<file path="config.mk">
export PLATFORM = sky130hd
export DESIGN_NAME = link_pattern_seq
export DESIGN_NICKNAME = d
export VERILOG_FILES = /design/src/rtl/link_pattern_pkg.sv /design/src/rtl/link_pattern_ctrl.sv /design/src/rtl/link_pattern_dp.sv /design/src/rtl/link_pattern_seq.sv
export SDC_FILE = /design/constraint.sdc
export NUM_CORES = 1
export LEC_CHECK = 0
export ABC_AREA = 1
export BUFFER_PORTS_ARGS = -buffer_cell sky130_fd_sc_hd__buf_2
export CORE_MARGIN = 5
export CORE_UTILIZATION = 55
export CTS_CLUSTER_DIAMETER = 100
export DETAILED_ROUTE_END_ITERATION = 12
export PLACE_DENSITY = 0.81
export SLEW_MARGIN = 0
export SYNTH_ARGS = -nofsm -noshare
export SYNTH_HDL_FRONTEND = slang
export SYNTH_SLANG_ARGS = --single-unit
export TNS_END_PERCENT = 10
</file>
<file path="constraint.sdc">
create_clock -name clk -period 3.2 [get_ports clk]
set_input_delay 0.32 -clock clk [delete_from_list [all_inputs] [get_ports clk]]
set_output_delay 0.32 -clock clk [all_outputs]
set_load 0.05 [all_outputs]
</file>
<file path="src/rtl/link_pattern_pkg.sv">
package link_pattern_pkg;
  localparam int WORD_W      = 24;
  localparam int STORE_DEPTH = 2;
  localparam int ADDR_W      = $clog2(STORE_DEPTH);
  localparam int OVR_W       = 6;
  localparam int STORE_LW    = 7;
  localparam int MOD_LW      = 8;
  localparam int CONST_LW    = 5;
  localparam int STORE_TW    = STORE_LW + ADDR_W;
  localparam int CNT_A       = (STORE_TW > MOD_LW) ? STORE_TW : MOD_LW;
  localparam int CNT_W       = (CNT_A > CONST_LW) ? CNT_A : CONST_LW;
  localparam int NUM_SLOTS   = 3;

  typedef enum logic [1:0] {SRC_STORE = 2'd0, SRC_MOD = 2'd1, SRC_CONST = 2'd2} srcSel_e;

  typedef struct packed {
    logic             emit;
    srcSel_e          src;
    logic [CNT_W-1:0] wordIdx;
  } strobe_t;

  function automatic logic orderLegal(input logic [2:0] code);
    return code <= 3'd5;
  endfunction

  function automatic srcSel_e orderSlot(input logic [2:0] code, input logic [1:0] slot);
    srcSel_e a, b, c;
    case (code)
      3'd0: begin a = SRC_STORE; b = SRC_MOD;   c = SRC_CONST; end
      3'd1: begin a = SRC_STORE; b = SRC_CONST; c = SRC_MOD;   end
      3'd2: begin a = SRC_MOD;   b = SRC_STORE; c = SRC_CONST; end
      3'd3: begin a = SRC_MOD;   b = SRC_CONST; c = SRC_STORE; end
      3'd4: begin a = SRC_CONST; b = SRC_STORE; c = SRC_MOD;   end
      3'd5: begin a = SRC_CONST; b = SRC_MOD;   c = SRC_STORE; end
      default: begin a = SRC_STORE; b = SRC_STORE; c = SRC_STORE; end
    endcase
    return (slot == 2'd0) ? a : (slot == 2'd1) ? b : c;
  endfunction

  function automatic logic periodLegal(input logic [2:0] code);
    return (code == 3'd1) || (code == 3'd2) || (code == 3'd3) || (code == 3'd4) || (code == 3'd6);
  endfunction
endpackage

</file>
<file path="src/rtl/link_pattern_ctrl.sv">
module link_pattern_ctrl
  import link_pattern_pkg::*;
(
  input  logic                clk,
  input  logic                rstN,
  input  logic                startPulse,
  input  logic [OVR_W-1:0]    overallLoops,
  input  logic [STORE_LW-1:0] storeLoops,
  input  logic [MOD_LW-1:0]   modLoops,
  input  logic [CONST_LW-1:0] constLoops,
  input  logic [2:0]          periodSel,
  input  logic [2:0]          orderSel,
  output strobe_t             strobe,
  output logic                runDone
);
  logic             busy;
  logic [1:0]       slot;
  logic [OVR_W-1:0] passesLeft;
  logic [CNT_W-1:0] wordIdx;
  logic             finPend;

  logic [CNT_W-1:0] totStore, totMod, totConst;
  srcSel_e          slotSrc [NUM_SLOTS];
  logic [CNT_W-1:0] slotTot [NUM_SLOTS];
  logic [NUM_SLOTS-1:0] active;
  logic [1:0]       cur;
  logic             afterActive;
  logic             lastWord;

  always_comb begin
    totStore = CNT_W'(storeLoops) * CNT_W'(STORE_DEPTH);
    totMod   = periodLegal(periodSel) ? CNT_W'(modLoops) : '0;
    totConst = CNT_W'(constLoops);
    for (int s = 0; s < NUM_SLOTS; s++) begin
      slotSrc[s] = orderSlot(orderSel, 2'(s));
      case (slotSrc[s])
        SRC_STORE: slotTot[s] = totStore;
        SRC_MOD:   slotTot[s] = totMod;
        default:   slotTot[s] = totConst;
      endcase
      active[s] = orderLegal(orderSel) && (slotTot[s] != '0);
    end
    // zero-cycle skip: first active slot at or after the current one
    cur = slot;
    for (int s = NUM_SLOTS - 1; s >= 0; s--)
      if (2'(s) >= slot && active[s]) cur = 2'(s);
    afterActive = 1'b0;
    for (int s = 0; s < NUM_SLOTS; s++)
      if (2'(s) > cur && active[s]) afterActive = 1'b1;
    lastWord = (wordIdx == slotTot[cur] - CNT_W'(1));
  end

  assign strobe.emit    = busy;
  assign strobe.src     = slotSrc[cur];
  assign strobe.wordIdx = wordIdx;

  always_ff @(posedge clk or negedge rstN) begin
    if (!rstN) begin
      busy       <= 1'b0;
      slot       <= '0;
      passesLeft <= '0;
      wordIdx    <= '0;
      finPend    <= 1'b0;
      runDone    <= 1'b0;
    end else begin
      finPend <= 1'b0;
      runDone <= finPend;
      if (!busy) begin
        if (startPulse) begin
          if (overallLoops != '0 && (|active)) begin
            busy       <= 1'b1;
            slot       <= '0;
            passesLeft <= overallLoops;
            wordIdx    <= '0;
          end else begin
            finPend <= 1'b1;
          end
        end
      end else if (lastWord) begin
        wordIdx <= '0;
        if (afterActive) begin
          slot <= cur + 2'd1;
        end else if (passesLeft > OVR_W'(1)) begin
          passesLeft <= passesLeft - OVR_W'(1);
          slot       <= '0;
        end else begin
          busy    <= 1'b0;
          finPend <= 1'b1;
        end
      end else begin
        wordIdx <= wordIdx + CNT_W'(1);
        slot    <= cur;
      end
    end
  end

  assert_single_done_R11: assert property (@(posedge clk) disable iff (!rstN)
    runDone |=> !runDone);
  assert_empty_run_R2: assert property (@(posedge clk) disable iff (!rstN)
    (!busy && startPulse && overallLoops == '0) |=> !busy);
  assert_busy_hold_R12: assert property (@(posedge clk) disable iff (!rstN)
    (busy && !lastWord) |=> busy);
  assert_active_pick_R10: assert property (@(posedge clk) disable iff (!rstN)
    busy |-> active[cur]);
endmodule

</file>
<file path="src/rtl/link_pattern_dp.sv">
module link_pattern_dp
  import link_pattern_pkg::*;
(
  input  logic              clk,
  input  logic              rstN,
  input  strobe_t           strobe,
  input  logic [2:0]        periodSel,
  input  logic              constBit,
  input  logic              storeWrEn,
  input  logic [ADDR_W-1:0] storeWrAddr,
  input  logic [WORD_W-1:0] storeWrData,
  output logic [WORD_W-1:0] wordOut,
  output logic              wordValid
);
  logic [WORD_W-1:0] storeMem [STORE_DEPTH];
  logic [WORD_W-1:0] modWord, nextWord;
  srcSel_e           srcQ;

  always_ff @(posedge clk or negedge rstN) begin
    if (!rstN) begin
      for (int i = 0; i < STORE_DEPTH; i++) storeMem[i] <= '0;
    end else if (storeWrEn) begin
      storeMem[storeWrAddr] <= storeWrData;
    end
  end

  // bit i counted from the MSB is (i / half) mod 2 for each period
  for (genvar i = 0; i < WORD_W; i++) begin : g_modBit
    localparam logic B2  = ((i / 1)  % 2) == 1;
    localparam logic B4  = ((i / 2)  % 2) == 1;
    localparam logic B6  = ((i / 3)  % 2) == 1;
    localparam logic B8  = ((i / 4)  % 2) == 1;
    localparam logic B24 = ((i / 12) % 2) == 1;
    always_comb begin
      case (periodSel)
        3'd1:    modWord[WORD_W-1-i] = B2;
        3'd2:    modWord[WORD_W-1-i] = B4;
        3'd3:    modWord[WORD_W-1-i] = B6;
        3'd4:    modWord[WORD_W-1-i] = B8;
        3'd6:    modWord[WORD_W-1-i] = B24;
        default: modWord[WORD_W-1-i] = 1'b0;
      endcase
    end
  end

  always_comb begin
    case (strobe.src)
      SRC_STORE: nextWord = storeMem[strobe.wordIdx[ADDR_W-1:0]];
      SRC_MOD:   nextWord = modWord;
      default:   nextWord = {WORD_W{constBit}};
    endcase
  end

  always_ff @(posedge clk or negedge rstN) begin
    if (!rstN) begin
      wordValid <= 1'b0;
      wordOut   <= '0;
      srcQ      <= SRC_STORE;
    end else begin
      wordValid <= strobe.emit;
      wordOut   <= strobe.emit ? nextWord : '0;
      srcQ      <= strobe.src;
    end
  end

  assert_const_uniform_R6: assert property (@(posedge clk) disable iff (!rstN)
    (wordValid && srcQ == SRC_CONST) |-> (wordOut == '0 || wordOut == '1));
  assert_idle_zero_R1: assert property (@(posedge clk) disable iff (!rstN)
    !wordValid |-> wordOut == '0);
endmodule

</file>
<file path="src/rtl/link_pattern_seq.sv">
module link_pattern_seq
  import link_pattern_pkg::*;
(
  input  logic                clk,
  input  logic                rstN,
  input  logic                startPulse,
  input  logic [OVR_W-1:0]    overallLoops,
  input  logic [STORE_LW-1:0] storeLoops,
  input  logic [MOD_LW-1:0]   modLoops,
  input  logic [CONST_LW-1:0] constLoops,
  input  logic                constBit,
  input  logic [2:0]          periodSel,
  input  logic [2:0]          orderSel,
  input  logic                storeWrEn,
  input  logic [ADDR_W-1:0]   storeWrAddr,
  input  logic [WORD_W-1:0]   storeWrData,
  output logic [WORD_W-1:0]   wordOut,
  output logic                wordValid,
  output logic                runDone
);
  strobe_t strobe;

  link_pattern_ctrl u_ctrl (
    .clk(clk), .rstN(rstN), .startPulse(startPulse), .overallLoops(overallLoops),
    .storeLoops(storeLoops), .modLoops(modLoops), .constLoops(constLoops),
    .periodSel(periodSel), .orderSel(orderSel), .strobe(strobe), .runDone(runDone));

  link_pattern_dp u_dp (
    .clk(clk), .rstN(rstN), .strobe(strobe), .periodSel(periodSel), .constBit(constBit),
    .storeWrEn(storeWrEn), .storeWrAddr(storeWrAddr), .storeWrData(storeWrData),
    .wordOut(wordOut), .wordValid(wordValid));

  assert_done_apart_R11: assert property (@(posedge clk) disable iff (!rstN)
    runDone |-> !wordValid);
endmodule

</file>
**Yosys cells after proc, flatten, opt, wreduce, memory -nomap -nowiden**

Index checks and enable logic that the tools add are counted.

- Bits in registers: 92
- Output and inout port bits: 26
- Logic and storage cells: 175

- Muxes and demuxes: 74
- Eq/ne operators: 19
- Bitwise logic cells: 3
- Add/subtract/negate cells: 4
- Magnitude comparators: 12
- Reduce and logical (&&, ||, !) cells: 53

Operators by type and width:

| cell | count |
|---|---|
| $mux W24 | 5 |
| $mux W8 | 7 |
| $bwmux W48 | 1 |
| $pmux W24 S2 | 1 |
| $pmux W8 S2 | 3 |
| $mux W6 | 6 |
| $mux W1 | 34 |
| $reduce_or A2 Y1 | 13 |
| $demux W24 S1 | 1 |
| $reduce_bool A8 Y1 | 3 |
| $reduce_or A3 Y1 | 8 |
| $mux W2 | 11 |
| $bmux W8 S2 | 1 |
| $eq A3 B2 Y1 const B | 4 |
| $eq A3 B3 Y1 const B | 4 |
| $pmux W2 S2 | 3 |
| $logic_and A1 B1 Y1 | 11 |
| $add A8 B1 Y8 const B | 1 |
| $eq A2 B1 Y1 const B | 4 |
| $eq A8 B8 Y1 | 1 |
| $logic_not A2 Y1 | 4 |
| $reduce_or A4 Y1 | 2 |
| $sub A8 B1 Y8 const B | 1 |
| $eq A3 B1 Y1 const B | 2 |
| 24 further kinds | 34 |

**Logic depth before layout (Yosys ltp)**

- Word-level depth: 21
- Mapped depth: 31
- Mapped depth without buffers: 31

**Hierarchy**

A second synthesis with hierarchy kept.

- Cell total of the unflattened synthesis: 862
- Area total of the unflattened synthesis: 5970.7 µm²

By module, submodules not included:

| module | area an instance (µm²) | cells each | times used | sequential area each (µm²) |
|---|---|---|---|---|
| link_pattern_dp | 3328.2 | 407 | 1 | 1826.8 |
| link_pattern_ctrl | 2642.5 | 455 | 1 | 475.5 |

**Worst setup path after synthesis**

OpenSTA, ideal clock, no wires.

- Kind: input port to flip-flop
- Start: input orderSel[1]
- End: register u_ctrl.passesLeft[0]
- Slack: -0.004 ns
- Arrival time: 3.086 ns
- Stages on the path: 26
- Required time: 3.082 ns
- Path buffers: 1
- Cell sequence: inv_1 nand3_1 nand2_4 inv_2 nand2_2 o21ai_0 nor2_1 nand4_1 nand3_2 nand2_2 buf_6 nor2_4 o21ai_1 nand2_1 inv_1 ha_1 xor2_1 nand3_1 nor2_2 nand3_1 nor2_4 nand2_4 nand2_4 nand3_4 nand2_1 nand2_1

- Longest elaborated chain between the ends: 19
- Elaborated cells between the ends (all ways): 58
- Classes of those cells: 1 x add/sub; 4 x order compare; 11 x eq/ne; 15 x mux; 1 x bitwise; 26 x reduce/logical

RTL lines:

| what | line | RTL |
|---|---|---|
| from (decl) | link_pattern_seq.sv:13 | `input logic [2:0] orderSel,` |
| $eq A3 B1 Y1 (tied with other cells) | link_pattern_pkg.sv:28 | `case (code)` |
| $reduce_or A2 Y1 (no line) | -- |  |
| $pmux W2 S2 | link_pattern_pkg.sv:28 |  |
| $eq A2 B1 Y1 / $logic_not A2 Y1 (equally long branches) | link_pattern_ctrl.sv:36 | `case (slotSrc[s])` |
| $pmux W8 S2 | link_pattern_ctrl.sv:36 |  |
| $reduce_bool A8 Y1 | link_pattern_ctrl.sv:41 | `active[s] = orderLegal(orderSel) && (slotTot[s] != '0);` |
| $logic_and A1 B1 Y1 | link_pattern_ctrl.sv:41 |  |
| $logic_and A1 B1 Y1 | link_pattern_ctrl.sv:46 | `if (2'(s) >= slot && active[s]) cur = 2'(s);` |
| $mux W2 (3 in series) | link_pattern_ctrl.sv:46 |  |
| $not A2 Y3 (not written as such) | link_pattern_ctrl.sv:50 | `lastWord = (wordIdx == slotTot[cur] - CNT_W'(1));` |
| $bmux W8 S2 | link_pattern_ctrl.sv:50 |  |
| $mux W8 (not written as such) (2 in series) | link_pattern_ctrl.sv:50 |  |
| $sub A8 B1 Y8 | link_pattern_ctrl.sv:50 |  |
| $eq A8 B8 Y1 | link_pattern_ctrl.sv:50 |  |
| $ne A2 B2 Y1 (no line) | -- |  |
| $reduce_and A5 Y1 (no line) (*) | -- |  |
| to (signal assigned) | link_pattern_ctrl.sv:73 | `passesLeft <= overallLoops;` |
| to (signal assigned) | link_pattern_ctrl.sv:84 | `passesLeft <= passesLeft - OVR_W'(1);` |
| to (decl) | link_pattern_ctrl.sv:18 | `logic [OVR_W-1:0] passesLeft;` |

Every way passes the cells marked *; elsewhere a longest branch is shown, timed or not. The select of a mux whose other input is x is not followed.
A chain may end at the register's enable or synchronous reset.

**Worst setup path after layout**

- Start: input orderSel[2]
- End: register u_ctrl.wordIdx[1]

- Longest elaborated chain between the ends: 19
- Elaborated cells between the ends (all ways): 49
- Classes of those cells: 1 x add/sub; 1 x order compare; 9 x eq/ne; 14 x mux; 1 x bitwise; 23 x reduce/logical

RTL lines:

| what | line | RTL |
|---|---|---|
| $eq A3 B1 Y1 (tied with other cells) | link_pattern_pkg.sv:28 |  |
| $reduce_or A2 Y1 (no line) | -- |  |
| $pmux W2 S2 | link_pattern_pkg.sv:28 |  |
| $eq A2 B1 Y1 / $logic_not A2 Y1 (equally long branches) | link_pattern_ctrl.sv:36 |  |
| $pmux W8 S2 | link_pattern_ctrl.sv:36 |  |
| $reduce_bool A8 Y1 | link_pattern_ctrl.sv:41 |  |
| $logic_and A1 B1 Y1 | link_pattern_ctrl.sv:41 |  |
| $logic_and A1 B1 Y1 | link_pattern_ctrl.sv:46 |  |
| $mux W2 (3 in series) | link_pattern_ctrl.sv:46 |  |
| $not A2 Y3 (not written as such) | link_pattern_ctrl.sv:50 |  |
| $bmux W8 S2 | link_pattern_ctrl.sv:50 |  |
| $mux W8 (not written as such) (2 in series) | link_pattern_ctrl.sv:50 |  |
| $sub A8 B1 Y8 | link_pattern_ctrl.sv:50 |  |
| $eq A8 B8 Y1 | link_pattern_ctrl.sv:50 |  |
| $mux W8 | link_pattern_ctrl.sv:79 | `end else if (lastWord) begin` |
| $mux W8 | link_pattern_ctrl.sv:68 | `if (!busy) begin` |
| to (signal assigned) | link_pattern_ctrl.sv:91 | `wordIdx <= wordIdx + CNT_W'(1);` |
| to (decl) | link_pattern_ctrl.sv:19 | `logic [CNT_W-1:0] wordIdx;` |

Parallel ways exist; a longest one is shown, timed or not. The select of a mux whose other input is x is not followed.

==> results.md <==
* Status: finished clean
* Post-DP HPWL at 11.29 mm
* Global-route wire length before repair at 24.90 mm
* Gate Count Post-Synth at 794
* TritonRoute pass-1 iters at 5
* TritonCTS buffer count at 9
* Port Buffers at 87
* DRC errors left at 0
* Tot Pwr at 6158 uW
* Vias in the first global route at 5441
* Netlist cell types at 39
* Final wirelength at 15.26 mm
* Io pins at 88
* Die height at 111.2 um
* Sequential cell area fraction in the yosys report at 0.4090
* CP Class: in2reg
* Aggregate negative setup slack at 0 ns
* Worst-path clk slew at 0.09 ns
* CTS tree: done
* Area Overhead vs Synth at 28.90%
* Largest net degree at the start of global routing at 49
* GPL Wtd Cong at 0.9505
* Worst-Margin Slew at 0.6383 ns
* Initial antenna violation count at 0
* Int Power at 3122 uW
* Number of clock sinks at 92
* Number of fill cells in the layout at 823
* #FFs+latches synth at 92
* Post-Syn Area at 5629 sq um
* Slowest CP cell: ha_4
* Required time worst endpoint at 3.44 ns
* Vias at 5770
* Worst IR drop on VDD at 0.4469 mV
* Worst Path Arrival at 3.30 ns
* Sw Share at 0.4929
* Ant diodes at 0
* Rel. slew slack at 0.5745
* FP Rows at 37
* Most common cell after layout, fill and taps aside: nand2_1
* Wire length per cell at 13.82 um
* Power density cells at 848.7 nW/um^2
* Final Hold Viols at 0
* Final max-slew violation count at 0
* Die Area at 12360 sq um
* Leak pwr at 0.003903 uW
* Delay-heaviest family, CP: simple AND/OR/NAND/NOR gates
* Flop pwr share at 0.273
* Worst hold path class: in2reg
* Area taken by multi-input logic gates at 3004 sq um
* Final Cycle Share at 0.9564
* Die width at 111.2 um
* Logic pwr share at 0.618
* Avg Vias per Cell at 5.226
* Max Clock Skew at 0.01198 ns
* Startpoint class of the critical path: input port
* Psw at 3035 uW
* Synthesis warning total at 0
* Congestion Overflow GR at 0
* Post-Syn Nets at 864
* Root Driver: clkbuf_8
* GR Util All Layers at 0.2423
* Critical path's largest stage delay at 0.25 ns
* Number of nets still failing antenna checks after routing at 0
* Worst-Skew Late Latency at 0.36 ns
* Worst Path Buf+Inv at 5
* Final setup viols at 0
* Tmin final at 3.061 ns
* Leading cell types in the layout, fill and taps excluded: nand2_1 (229), dfrtp_1 (92), buf_4 (91), inv_1 (90), buf_2 (83)
* Core area at 10140 sq um
* Critical Path Most Common Cell: nand2_4
* Drt first-iter violations at 324
* Peak Freq at 326.7 MHz
* R2R setup slack at 0.57 ns
* Layout net count at 1033
* CTS max path bufs at 2
* Ratio of cells with drive above 1 in the final layout at 0.2903
* Critical Path End Type: register
* CTS H-tree depth at 3
* Initial Util at 0.5552
* Clock group share of total power at 0.110
* Peak fanout along the critical path at 7
* Register area at 2302 sq um
* Avg Synthesized Cell Area at 7.090 sq um
* Max cap viols at 0
[cells by family (layout without fill, tap and decap cells)]
kind of cell	count (synthesis)	in the layout	share of synthesized area
buf+inv	130	304	0.09246
compound gates	127	127	0.1267
mux	1	1	0.001778
fa+ha+maj	8	8	0.01778
flops	92	92	0.4090
xor+xnor	6	6	0.009335
simple gates	430	430	0.3430
[cell usage after synthesis (all sizes together)]
library cell  count  area share
mux2i             1      0.0018
o31ai             5      0.0067
nand4            20       0.022
nand3            69       0.070
or2               2      0.0022
nor3              5      0.0044
nor2             79       0.062
nor4              1      0.0011
dfrtp            92        0.41
nand2           252        0.18
a22oi             1      0.0013
a31oi             3      0.0033
ha                8       0.018
xor2              6      0.0093
clkinv            1     0.00067
o21ai            78       0.070
inv             104       0.069
a311oi            4      0.0062
o22ai             4      0.0044
a21oi            25       0.025
buf               9       0.012
o211ai            5      0.0067
a221oi            2      0.0031
clkbuf           16       0.011
and3              1      0.0011
nand3b            1      0.0013
[layer usage]
layer | routed length, um | track usage
met5 | 0 | 0
met4 | 392 | 0.08354
met3 | 925 | 0.04094
met2 | 7657 | 0.4117
met1 | 6286 | 0.3126
[what timing repair did]
| action | CTS | global route |
|---|---|---|
| endpoints found under the hold margin | 45 | 0 |
| gates resized for setup | 0 | 62 |
| hold buffers | 1 | 0 |
| setup endpoints to repair | 0 | 37 |
| setup buffers | 0 | 12 |
[state kept, by name, summed over array words and instances (netlist names)]
name and flops:
u_ctrl.runDone 1, u_ctrl.wordIdx 8, u_dp.wordOut 24, u_ctrl.slot 2, u_dp.wordValid 1, u_ctrl.busy 1, u_ctrl.passesLeft 6, u_ctrl.finPend 1
u_dp.storeMem 48
[worst reg2reg max path: stages, from the launching register on]
cell,delay [ns]
dfrtp_1,0.41
inv_1,0.14
nand3_2,0.09
nand2_2,0.09
nand2_4,0.08
buf_4,0.15
nor2_4,0.09
o21ai_1,0.08
nand2_2,0.08
inv_2,0.05
ha_4,0.25
xor2_1,0.14
nand3_1,0.10
nor2_2,0.10
nand3_2,0.09
nor2_4,0.14
nand2_4,0.10
buf_4,0.16
nand3_1,0.07
o21ai_0,0.10
[through the flow]
step / hold WS [ns] / worst slack [ns] / util / cells / instance area, sq um
after floorplan: 0.02441 / 0.0001801 / - / 794 / 5634
after global placement: 0.3320 / -0.3354 / 0.6672 / 1075 / 6764
after detailed placement: 0.3373 / -0.3623 / 0.6672 / 1075 / 6764
after CTS: 0.1981 / 0.003996 / 0.6847 / 1092 / 6942
after global routing: 0.2116 / -0.04998 / 0.7157 / 1104 / 7256
final: 0.2147 / 0.1395 / 0.7157 / 1104 / 7256
[final cells by class]
cell class | count | area share
multi-input combinational | 572 | 0.4140
clock inverter | 6 | 0.005518
clock buffer | 10 | 0.01759
tap | 136 | 0.02345
sequential | 92 | 0.3173
inverter | 105 | 0.05501
timing repair buffer | 183 | 0.1671
[path summary, 6_finish.rpt]
path,startpoint,end,depth (start not counted)
setup / recovery,orderSel[2],u_ctrl.wordIdx[1],26
hold / removal,storeWrData[23],u_dp.storeMem[47],3
setup reg to reg,u_ctrl.slot[1],u_ctrl.wordIdx[1],19
hold reg to reg,u_ctrl.finPend,u_ctrl.runDone,0
max in group asynchronous,rstN,u_dp.storeMem[9],3
min in group asynchronous,rstN,u_dp.wordValid,2
[power by group through the flow]
stage	Sequential, uW	Clock [uW]	Combinational (uW)
after global routing	1720	746	4170
after global placement	1690	0	3460
after floorplan	2180	0	1910
after detailed placement	1690	0	3490
final	1680	675	3800
after CTS	1670	697	3520
Power figures use the tool's default switching activity.
